### config.mk
export PLATFORM = sky130hd
export DESIGN_NAME = rcc_dev_table
export DESIGN_NICKNAME = d
export VERILOG_FILES = /design/src/rtl/rcc_dev_table.sv
export SDC_FILE = /design/constraint.sdc
export NUM_CORES = 1
export LEC_CHECK = 0
export CORE_ASPECT_RATIO = 1.1
export CORE_MARGIN = 1.5
export CORE_UTILIZATION = 56
export DETAILED_ROUTE_END_ITERATION = 16
export HOLD_SLACK_MARGIN = 0.05
export PLACE_DENSITY = 0.82
export SLEW_MARGIN = 20
export SYNTH_ARGS = -nofsm -noshare
export SYNTH_HDL_FRONTEND = slang
export SYNTH_SLANG_ARGS = --single-unit
### constraint.sdc
create_clock -name clk -period 7.1 [get_ports clk]
set_clock_uncertainty 0.2 [all_clocks]
set_input_delay 1.42 -clock clk [delete_from_list [all_inputs] [get_ports clk]]
set_output_delay 1.42 -clock clk [all_outputs]
set_load 0.01 [all_outputs]
### src/rtl/rcc_dev_table.sv
module rcc_dev_table #(
  parameter int NDEV = 4,
  parameter int BW   = 4,
  parameter int TW   = 16,
  localparam int DW  = (NDEV > 1) ? $clog2(NDEV) : 1
) (
  input  logic          clk,
  input  logic          rst,
  input  logic          wr_en,
  input  logic [DW-1:0] wr_dev,
  input  logic          wr_op,
  input  logic [BW-1:0] wr_bank,
  input  logic [TW-1:0] wr_ts,
  input  logic [DW-1:0] a_dev,
  output logic          a_hit,
  output logic          a_op,
  output logic [TW-1:0] a_ts,
  input  logic [DW-1:0] b_dev,
  output logic          b_hit,
  output logic          b_op,
  output logic [BW-1:0] b_bank,
  output logic [TW-1:0] b_ts
);
  logic [NDEV-1:0] live;
  logic            op_mem   [NDEV];
  logic [BW-1:0]   bank_mem [NDEV];
  logic [TW-1:0]   ts_mem   [NDEV];

  // only the presence bits are reset; the payload arrays carry no reset
  always_ff @(posedge clk) begin
    if (rst) live <= '0;
    else if (wr_en) live[wr_dev] <= 1'b1;
  end

  always_ff @(posedge clk) begin
    if (wr_en) begin
      op_mem[wr_dev]   <= wr_op;
      bank_mem[wr_dev] <= wr_bank;
      ts_mem[wr_dev]   <= wr_ts;
    end
  end

  assign a_hit  = live[a_dev];
  assign a_op   = op_mem[a_dev];
  assign a_ts   = ts_mem[a_dev];
  assign b_hit  = live[b_dev];
  assign b_op   = op_mem[b_dev];
  assign b_bank = bank_mem[b_dev];
  assign b_ts   = ts_mem[b_dev];
endmodule

==> impl_metrics.yaml, run 1 <==
placement:
  post-place-ws_ns: 1.80
  place_congestion: 0.749
  place.port_buffers: 69
  dp_hpwl_um: 4360
  place.detailed.instances: 293
pwr:
  power.density_nw_per_um2: 224
  share_clk_of_total_power: 0.295
  sw_frac_of_total: 0.216
  vdd_drop_max_mv: 0.167
  internal_power_w: 0.000826
  power.leakage_nw: 1.60
  combPwrFrac: 0.130
  p_sw_w: 0.000228
  sequentialPowerShare: 0.575
route:
  firstDrtPassIters: 4
  detail_route.wl_per_cell_um: 22.0
  detail_route.iter0.violations: 180
  num_vias: 1914
  avgViaCountPerCell: 6.19
  route.detailed.drc: 0
  routed_wirelength_um: 6790
  detail-route-antenna-nets: 0
clock_tree:
  tritoncts: "yes"
  root_buffer: "sky130_fd_sc_hd__clkbuf_8"
  cts_buffers: 9
  cts.hold.buffers_added: 0
  clock_path_buffers: 2
  worstSkewPairLatency_ns: 0.35
  ctsHtreeMaxLevel: 3
  cts_resized: 0
  clk_pin_slew_ns: 0.09
  post_cts.repair.setup_buffers: 0
  cts_num_sinks: 88
worst_hold_path:
  hold_path_startpoint: "live[1]"
  hold_end: "live[1]"
  min-delay-path-class: "register to register"
  count_of_cells_along_the_worst_hold_path: 2
logic_synthesis:
  syn-mean-instance-area_um2: 25.6
  post_synth_instance_area_um2: 3760
  synthesis.nets: 177
  synth_top_cell_area_share: 0.671
  yosysWarnings: 0
  post_synth_num_cell_types: 17
  seq_area_frac_synth: 0.692
  synth.area.top_cells: "sky130_fd_sc_hd__edfxtp_1 (67%), sky130_fd_sc_hd__mux4_1 (21%), sky130_fd_sc_hd__mux4_2 (6.0%), sky130_fd_sc_hd__dfxtp_1 (2.1%), sky130_fd_sc_hd__buf_6 (0.90%)"
  synth_largest_area_cell: "sky130_fd_sc_hd__edfxtp_1"
  synth.ff_latch_count: 88
  post_synth_inst_count: 147
timing:
  worst_rel_slew_slack: 0.351
  hold-worst-slack_ns: 0.285
  setup_total_negative_slack_ns: 0
  layout_min_cycle_time_ns: 5.27
  period_share: 0.743
  final_critical_path_setup_slack_ns: 1.83
  timing.final.hold_violations: 0
  worst_margin_pin_slew_ns: 0.971
  grt_setup_unrepaired: "no"
  fmax_mhz: 190
  final_max_slew_viol_count: 0
  setup_violations: 0
floorplanning:
  coreArea_um2: 6560
  die_width_um: 81.1
  initial_utilization: 0.574
  core.rowCount: 31
  io_pins: 70
  die_area_um2: 7220
  fp.dieH_um: 88.9
grt:
  first_global_vias: 1880
  grt_start_max_net_pins: 23
  gr-usage-all-layers: 0.197
  antenna_found_initial: 0
  global_route_wire_length_before_repair_um: 9890
  grt_overflow: 0
critical_path:
  worst_r2r_startpoint: "live[3]"
  worst-endpoint-arrival_ns: 3.65
  critical_path.reg2reg.endpoint: "live[3]"
  r2r_slack_ns: 6.24
  timing.critical_path.fanout_max: 11
  worst-endpoint-required_ns: 5.48
  setup.worst_path.start_class: "input port"
  worst_r2r_path_depth: 2
  timing_worst_setup_path_type: "input port to primary output"
  timing.critical_path.to_type: "primary output"
layout:
  finalNetCount: 252
  finish.cell_count_without_fillers: 309
  layout-drive-gt1-share: 0.145
  n_antenna_cell: 0
  areaGrowthSynthToFinish_pct: 24.9
  post-route-util: 0.717
status:
  run_status: "complete, no violations"
flow_run:
  max_cap_violations: 0
power by group through the flow:
stage	Combinational [W]	Sequential (W)	Clock, W
final	0.000137	0.000606	0.000311
after global routing	0.000145	0.000608	0.000337
after CTS	0.000139	0.000606	0.000317
after detailed placement	0.000138	0.000617	0
after global placement	0.000135	0.000614	0
after floorplan	0.0000657	0.000613	0
layer usage:
metal,up-vias,GRT usage,wire (µm)
met1,985,0.248,2630
met5,-,0,0
met4,0,0.0878,136
li1,833,-,-
met2,82,0.331,3530
met3,14,0.0480,494
cell usage in the layout (no fill, tap or decap):
| cell | netlist | layout |
|---|---|---|
| sky130_fd_sc_hd__inv_1 | 2 | 2 |
| sky130_fd_sc_hd__a31oi_1 | 1 | 1 |
| sky130_fd_sc_hd__mux4_1 | 30 | 30 |
| sky130_fd_sc_hd__clkbuf_8 | 0 | 11 |
| sky130_fd_sc_hd__edfxtp_1 | 84 | 84 |
| sky130_fd_sc_hd__clkdlybuf4s50_1 | 0 | 69 |
| sky130_fd_sc_hd__clkinvlp_4 | 0 | 1 |
| sky130_fd_sc_hd__and3_2 | 0 | 1 |
| sky130_fd_sc_hd__and3b_2 | 0 | 1 |
| sky130_fd_sc_hd__nand3b_1 | 1 | 1 |
| sky130_fd_sc_hd__o21ba_2 | 2 | 2 |
| sky130_fd_sc_hd__clkbuf_1 | 0 | 1 |
| sky130_fd_sc_hd__mux4_2 | 10 | 10 |
| sky130_fd_sc_hd__a21oi_1 | 1 | 1 |
| sky130_fd_sc_hd__clkinv_4 | 0 | 2 |
| sky130_fd_sc_hd__nor2_1 | 1 | 1 |
| sky130_fd_sc_hd__clkinv_2 | 0 | 1 |
| sky130_fd_sc_hd__nor3b_2 | 0 | 1 |
| sky130_fd_sc_hd__dfxtp_1 | 4 | 4 |
| sky130_fd_sc_hd__buf_4 | 0 | 3 |
how the worst max path moves through the flow:
stage	from	end	slack, ns	cells after the start
finish	a_dev[0]	a_ts[12]	1.83	4
global route	a_dev[0]	a_ts[13]	1.70	4
CTS	a_dev[0]	a_ts[12]	1.79	4
detailed placement	a_dev[0]	a_ts[12]	1.80	4
global placement	a_dev[0]	a_ts[10]	1.77	4
floorplan	a_dev[0]	a_ts[10]	3.26	3
layout make-up:
class / count / area, µm²
Clock buffer: 12 / 155
Clock inverter: 4 / 30.0
Fill cell: 385 / 1860
Inverter: 2 / 7.51
Multi-Input combinational cell: 49 / 1090
Sequential cell: 88 / 2600
Tap cell: 82 / 103
Timing Repair Buffer: 72 / 713
kinds of logic (layout without fill, tap and decap cells):
kind of cell           count (synthesis)  in the layout  synth area share
flip-flops                            88             88             0.692
multiplexers                          40             40             0.270
buffers and inverters                 10             90            0.0210
AO/OA/AOI/OAI                          4              4           0.00832
AND/OR/NAND/NOR                        5              5           0.00899
sequential cells by signal, indices dropped and copies added, names as in the netlist:
register  count
ts_mem       64
bank_mem     16
live          4
op_mem        4
stage by stage:
stage	power, W	area, µm²
floorplan	0.000678	3760
global placement	0.000749	4510
detailed placement	0.000755	4510
CTS	0.00106	4690
global route	0.00109	4700
finish	0.00105	4700
synthesized netlist by cell type:
cell,n
sky130_fd_sc_hd__nor2_1,1
sky130_fd_sc_hd__mux4_2,10
sky130_fd_sc_hd__inv_1,2
sky130_fd_sc_hd__buf_6,3
sky130_fd_sc_hd__dfxtp_1,4
sky130_fd_sc_hd__buf_2,2
sky130_fd_sc_hd__o21ba_2,2
sky130_fd_sc_hd__mux4_1,30
sky130_fd_sc_hd__edfxtp_1,84
sky130_fd_sc_hd__a31oi_1,1
sky130_fd_sc_hd__a21oi_1,1
sky130_fd_sc_hd__nor3b_1,1
sky130_fd_sc_hd__buf_1,2
sky130_fd_sc_hd__buf_12,1
sky130_fd_sc_hd__and3b_1,1
sky130_fd_sc_hd__and3_1,1
sky130_fd_sc_hd__nand3b_1,1
worst max-delay path, stage by stage:
cell,delay [ns]
sky130_fd_sc_hd__clkdlybuf4s50_1,0.88
sky130_fd_sc_hd__buf_4,0.33
sky130_fd_sc_hd__mux4_2,0.53
sky130_fd_sc_hd__clkdlybuf4s50_1,0.49
No activity file was read; power rests on OpenSTA's default activity.
==> run 2: changes to the inputs <==
--- a/config.mk
+++ b/config.mk
@@ -7,10 +7,10 @@
 export LEC_CHECK = 0
 export CORE_ASPECT_RATIO = 1.1
 export CORE_MARGIN = 1.5
-export CORE_UTILIZATION = 56
+export CORE_UTILIZATION = 52
 export DETAILED_ROUTE_END_ITERATION = 16
 export HOLD_SLACK_MARGIN = 0.05
-export PLACE_DENSITY = 0.82
+export PLACE_DENSITY = 0.77
 export SLEW_MARGIN = 20
 export SYNTH_ARGS = -nofsm -noshare
 export SYNTH_HDL_FRONTEND = slang
==> constraint.sdc (replaced) <==
create_clock -name clk -period 5.05 [get_ports clk]
set_clock_uncertainty 0.2 [all_clocks]
set_input_delay 1.01 -clock clk [delete_from_list [all_inputs] [get_ports clk]]
set_output_delay 1.01 -clock clk [all_outputs]
set_load 0.01 [all_outputs]
==> impl_metrics.yaml, run 2 (synthesized netlist as in run 1, its figures left out) <==
placement:
  place.port_buffers: 69
  place_congestion: 0.690
  place.detailed.instances: 298
critical_path:
  timing.critical_path.fanout_max: 22
  critical_path.max_stage_delay_ns: 0.65
  cp_cell_sequence: "clkdlybuf4s50_1 -> buf_4 -> mux4_1 -> clkdlybuf4s50_1"
  worst-endpoint-arrival_ns: 2.99
  cp_slowest_cell: "sky130_fd_sc_hd__mux4_1"
  startpoint: "b_dev[0]"
  timing_worst_setup_path_type: "input port to primary output"
  r2r_slack_ns: 4.18
  setup.worst_path.start_class: "input port"
  timing.critical_path.to_type: "primary output"
  worst_r2r_startpoint: "live[3]"
  worst-endpoint-required_ns: 3.84
  cell_type_with_the_highest_occurrence_count_on_the_critical_path: "sky130_fd_sc_hd__clkdlybuf4s50_1"
layout:
  largestRegisters: "ts_mem: 64 flops, bank_mem: 16 flops"
  finalNetCount: 254
  n_antenna_cell: 0
  filler_cell_count: 422
  layout_commonest_cell: "sky130_fd_sc_hd__edfxtp_1"
  layout-drive-gt1-share: 0.154
  areaGrowthSynthToFinish_pct: 27.3
  multiInputGateArea_um2: 1090
  layout.area.seq_um2: 2600
  largest_reg_flops: 64
  finish.cell_count_without_fillers: 313
  mostFrequentLayoutCells: "sky130_fd_sc_hd__edfxtp_1 (84), sky130_fd_sc_hd__clkdlybuf4s50_1 (69), sky130_fd_sc_hd__mux4_1 (30)"
  max_flop_register: "ts_mem"
route:
  num_vias: 1953
  avgViaCountPerCell: 6.24
  route.detailed.drc: 0
  detail-route-antenna-nets: 0
  detail_route.wl_per_cell_um: 23.3
  routed_wirelength_um: 7290
  detail_route.iter0.violations: 86
  firstDrtPassIters: 5
clock_tree:
  ctsHtreeMaxLevel: 3
  cts_resized: 0
  worstSkewPairLatency_ns: 0.35
  clock_path_buffers: 2
  tritoncts: "yes"
  clk_pin_slew_ns: 0.08
  root_buffer: "sky130_fd_sc_hd__clkbuf_8"
  cts.hold.buffers_added: 0
  cts_buffers: 9
  post_cts.repair.setup_buffers: 0
  cts_num_sinks: 88
status:
  run_status: "complete, no violations"
floorplanning:
  coreArea_um2: 7010
  initial_utilization: 0.537
  core.rowCount: 32
  die_width_um: 84.1
  die_area_um2: 7750
  io_pins: 70
  fp.dieH_um: 92.2
flow_run:
  max_cap_violations: 0
timing:
  period_share: 0.831
  worst_rel_slew_slack: 0.357
  worst_margin_pin_slew_ns: 0.963
  fmax_mhz: 238
  timing.final.hold_violations: 0
  layout_min_cycle_time_ns: 4.20
  grt_setup_unrepaired: "no"
  setup_total_negative_slack_ns: 0
  setup_violations: 0
  final_max_slew_viol_count: 0
grt:
  global_route_wire_length_before_repair_um: 11300
  grt_start_max_net_pins: 23
  gr-usage-all-layers: 0.200
  grt_overflow: 0
  antenna_found_initial: 0
  first_global_vias: 2127
pwr:
  power.leakage_nw: 1.64
  power.density_nw_per_um2: 346
  vdd_drop_max_mv: 0.210
worst_hold_path:
  hold_path_startpoint: "live[1]"
  min-delay-path-class: "register to register"
[run 2: changes by cell type in the layout (fill, tap and decap cells not counted)]
cell                        previous run  this run
sky130_fd_sc_hd__clkinv_4              2         0
sky130_fd_sc_hd__clkbuf_8             11         9
sky130_fd_sc_hd__bufinv_16             0         4
sky130_fd_sc_hd__buf_4                 3         5
sky130_fd_sc_hd__clkbuf_1              1         0
[run 2: critical path, delay by kind of cell]
family                 cells  cell delay (ns)
muxes                      1             0.65
buffers and inverters      3             1.32
[run 2: power breakdown]
part	internal, W	switching, W	total, W
Clock	0.000375	0.000237	0.000612
Sequential	0.000837	0.0000141	0.000851
Combinational	0.000118	0.0000772	0.000195
Total	0.00133	0.000329	0.00166
[run 2: path summary, 6_finish.rpt]
kind,endpoint,depth (start not counted)
worst max register to register,live[3],2
worst min-delay path,live[1],2
worst min register to register,live[1],2
worst max-delay path,b_bank[1],4
[run 2: metal layers]
metal	vias up	wire, µm	track usage	part of all wire
met5	-	0	0	0
met4	0	181	0.0874	0.025
met3	21	359	0.0378	0.049
met2	74	3950	0.361	0.54
met1	1024	2790	0.232	0.38
li1	834	-	-	-
[run 2: layout make-up]
| cell class | count | share of cell area |
|---|---|---|
| Sequential cell | 88 | 0.544 |
| Multi-Input combinational cell | 49 | 0.227 |
| Timing Repair Buffer | 74 | 0.152 |
| Clock inverter | 6 | 0.0277 |
| Clock buffer | 9 | 0.0259 |
| Tap cell | 85 | 0.0222 |
| Inverter | 2 | 0.00157 |
[run 2: metrics by stage]
step / util / instance area (µm²) / power, W / hold slack (ns) / setup slack (ns)
after floorplan: - / 3760 / 0.000954 / 0.223 / 1.74
after global placement: 0.646 / 4530 / 0.00105 / 0.240 / 0.870
after detailed placement: 0.646 / 4530 / 0.00107 / 0.280 / 0.839
after CTS: 0.683 / 4780 / 0.00167 / 0.291 / 0.834
after global routing: 0.683 / 4790 / 0.00171 / 0.322 / 0.763
final: 0.683 / 4790 / 0.00166 / 0.299 / 0.853
==> run 3: changes to the inputs <==
==> constraint.sdc (replaced) <==
create_clock -name clk -period 4.3 [get_ports clk]
set_clock_uncertainty 0.2 [all_clocks]
set_input_delay 0.86 -clock clk [delete_from_list [all_inputs] [get_ports clk]]
set_output_delay 0.86 -clock clk [all_outputs]
set_load 0.01 [all_outputs]
==> impl_metrics.yaml, run 3 (synthesized netlist as in run 1, its figures left out) <==
critical_path:
  cp_slowest_cell: "sky130_fd_sc_hd__mux4_1"
  worst_r2r_path_depth: 1
  setup.worst_path.start_class: "input port"
  cell_type_with_the_highest_occurrence_count_on_the_critical_path: "sky130_fd_sc_hd__clkdlybuf4s50_1"
  worst-endpoint-required_ns: 3.24
  worst_r2r_startpoint: "live[0]"
  r2r_slack_ns: 3.46
  timing.critical_path.fanout_max: 22
  cp_cell_sequence: "clkdlybuf4s50_1 -> buf_12 -> mux4_1 -> clkdlybuf4s50_1"
  timing.critical_path.to_type: "primary output"
  worst-endpoint-arrival_ns: 2.69
  timing_worst_setup_path_type: "input port to primary output"
  critical_path.reg2reg.endpoint: "live[0]"
  critical_path.max_stage_delay_ns: 0.60
clock_tree:
  post_cts.repair.setup_buffers: 0
  ctsHtreeMaxLevel: 3
  cts_buffers: 9
  clock_path_buffers: 2
  cts_resized: 0
  tritoncts: "yes"
  root_buffer: "sky130_fd_sc_hd__clkbuf_8"
  cts.hold.buffers_added: 0
  cts_num_sinks: 88
  clk_pin_slew_ns: 0.08
  worstSkewPairLatency_ns: 0.35
route:
  top_signal_layer_used: "met4"
  detail-route-antenna-nets: 0
  detail_route.iter0.violations: 140
  num_vias: 1925
  routed_wirelength_um: 7230
  detail_route.wl_per_cell_um: 22.9
  avgViaCountPerCell: 6.09
  met2_wirelength_um: 3780
  route.layer.met1.wl_um: 2930
  detailroute.wirelength.met3_um: 411
  route.detailed.drc: 0
  firstDrtPassIters: 4
status:
  run_status: "complete, no violations"
grt:
  grt_start_max_net_pins: 23
  gr-usage-all-layers: 0.202
  antenna_found_initial: 0
  grt_overflow: 0
  first_global_vias: 2068
  global_route_wire_length_before_repair_um: 11300
layout:
  layout_commonest_cell: "sky130_fd_sc_hd__edfxtp_1"
  n_antenna_cell: 0
  largest_reg_flops: 64
  multiInputGateArea_um2: 1080
  post-route-util: 0.687
  max_flop_register: "ts_mem"
  layout.area.seq_um2: 2600
  areaGrowthSynthToFinish_pct: 28.0
  layout-drive-gt1-share: 0.152
  finalNetCount: 256
  mostFrequentLayoutCells: "sky130_fd_sc_hd__edfxtp_1 (84), sky130_fd_sc_hd__clkdlybuf4s50_1 (69), sky130_fd_sc_hd__mux4_1 (30)"
  largestRegisters: "ts_mem: 64 flops, bank_mem: 16 flops"
  filler_cell_count: 430
timing:
  worst_margin_pin_slew_ns: 0.953
  layout_min_cycle_time_ns: 3.75
  final_max_slew_viol_count: 0
  setup_total_negative_slack_ns: 0
  setup_violations: 0
  worst_rel_slew_slack: 0.364
  fmax_mhz: 266
  timing.final.hold_violations: 0
  grt_setup_unrepaired: "no"
  period_share: 0.873
placement:
  place_congestion: 0.683
  place.port_buffers: 69
  dp_hpwl_um: 4560
floorplanning:
  core.rowCount: 32
  die_area_um2: 7750
  coreArea_um2: 7010
  die_width_um: 84.1
  fp.dieH_um: 92.2
  initial_utilization: 0.537
  io_pins: 70
worst_hold_path:
  min-delay-path-class: "register to register"
  count_of_cells_along_the_worst_hold_path: 2
  hold_end: "live[1]"
  hold_path_startpoint: "live[1]"
pwr:
  vdd_drop_max_mv: 0.264
  power.density_nw_per_um2: 396
  power.leakage_nw: 1.66
flow_run:
  max_cap_violations: 0
-- run 3: how the worst max path moves through the flow --
stage	start	endpoint	slack, ns
2_1_floorplan	wr_dev[0]	bank_mem[0][0]	1.14
3_3_place_gp	b_dev[0]	b_op	0.54
3_5_place_dp	b_dev[0]	b_ts[2]	0.55
4_1_cts	b_dev[0]	b_bank[1]	0.54
5_1_grt	a_dev[0]	a_op	0.50
6_report	b_dev[0]	b_ts[1]	0.55
-- run 3: final cells by class --
type	instances	area share
clock buffers	9	0.0257
clock inverters	7	0.0247
inverters	2	0.00156
multi-input cells	49	0.225
flip-flops and latches	88	0.541
well taps	85	0.0221
repair buffers	76	0.160
-- run 3: layer usage --
metal | up-vias | GRT usage
met2 | 69 | 0.335
met3 | 10 | 0.0522
met5 | - | 0
met1 | 1003 | 0.252
met4 | 0 | 0.0874
li1 | 843 | -
-- run 3: critical path, delay by kind of cell --
family / cells / cell delay [ns]
mux: 1 / 0.60
buf+inv: 3 / 1.21
-- run 3: metrics by stage --
stage,cell area (µm²),total power [W],hold WS (ns),setup WS (ns),instances
finish,4810,0.00191,0.289,0.546,316
global route,4810,0.00198,0.329,0.497,316
CTS,4810,0.00192,0.292,0.537,316
detailed placement,4570,0.00125,0.280,0.545,300
global placement,4570,0.00124,0.241,0.542,300
floorplan,3760,0.00112,0.223,1.14,147
-- run 3: where the power goes --
part           total [W]  internal [W]  switching, W
combinational   0.000233      0.000142     0.0000911
clock           0.000674      0.000387      0.000288
sequential       0.00100      0.000983     0.0000166
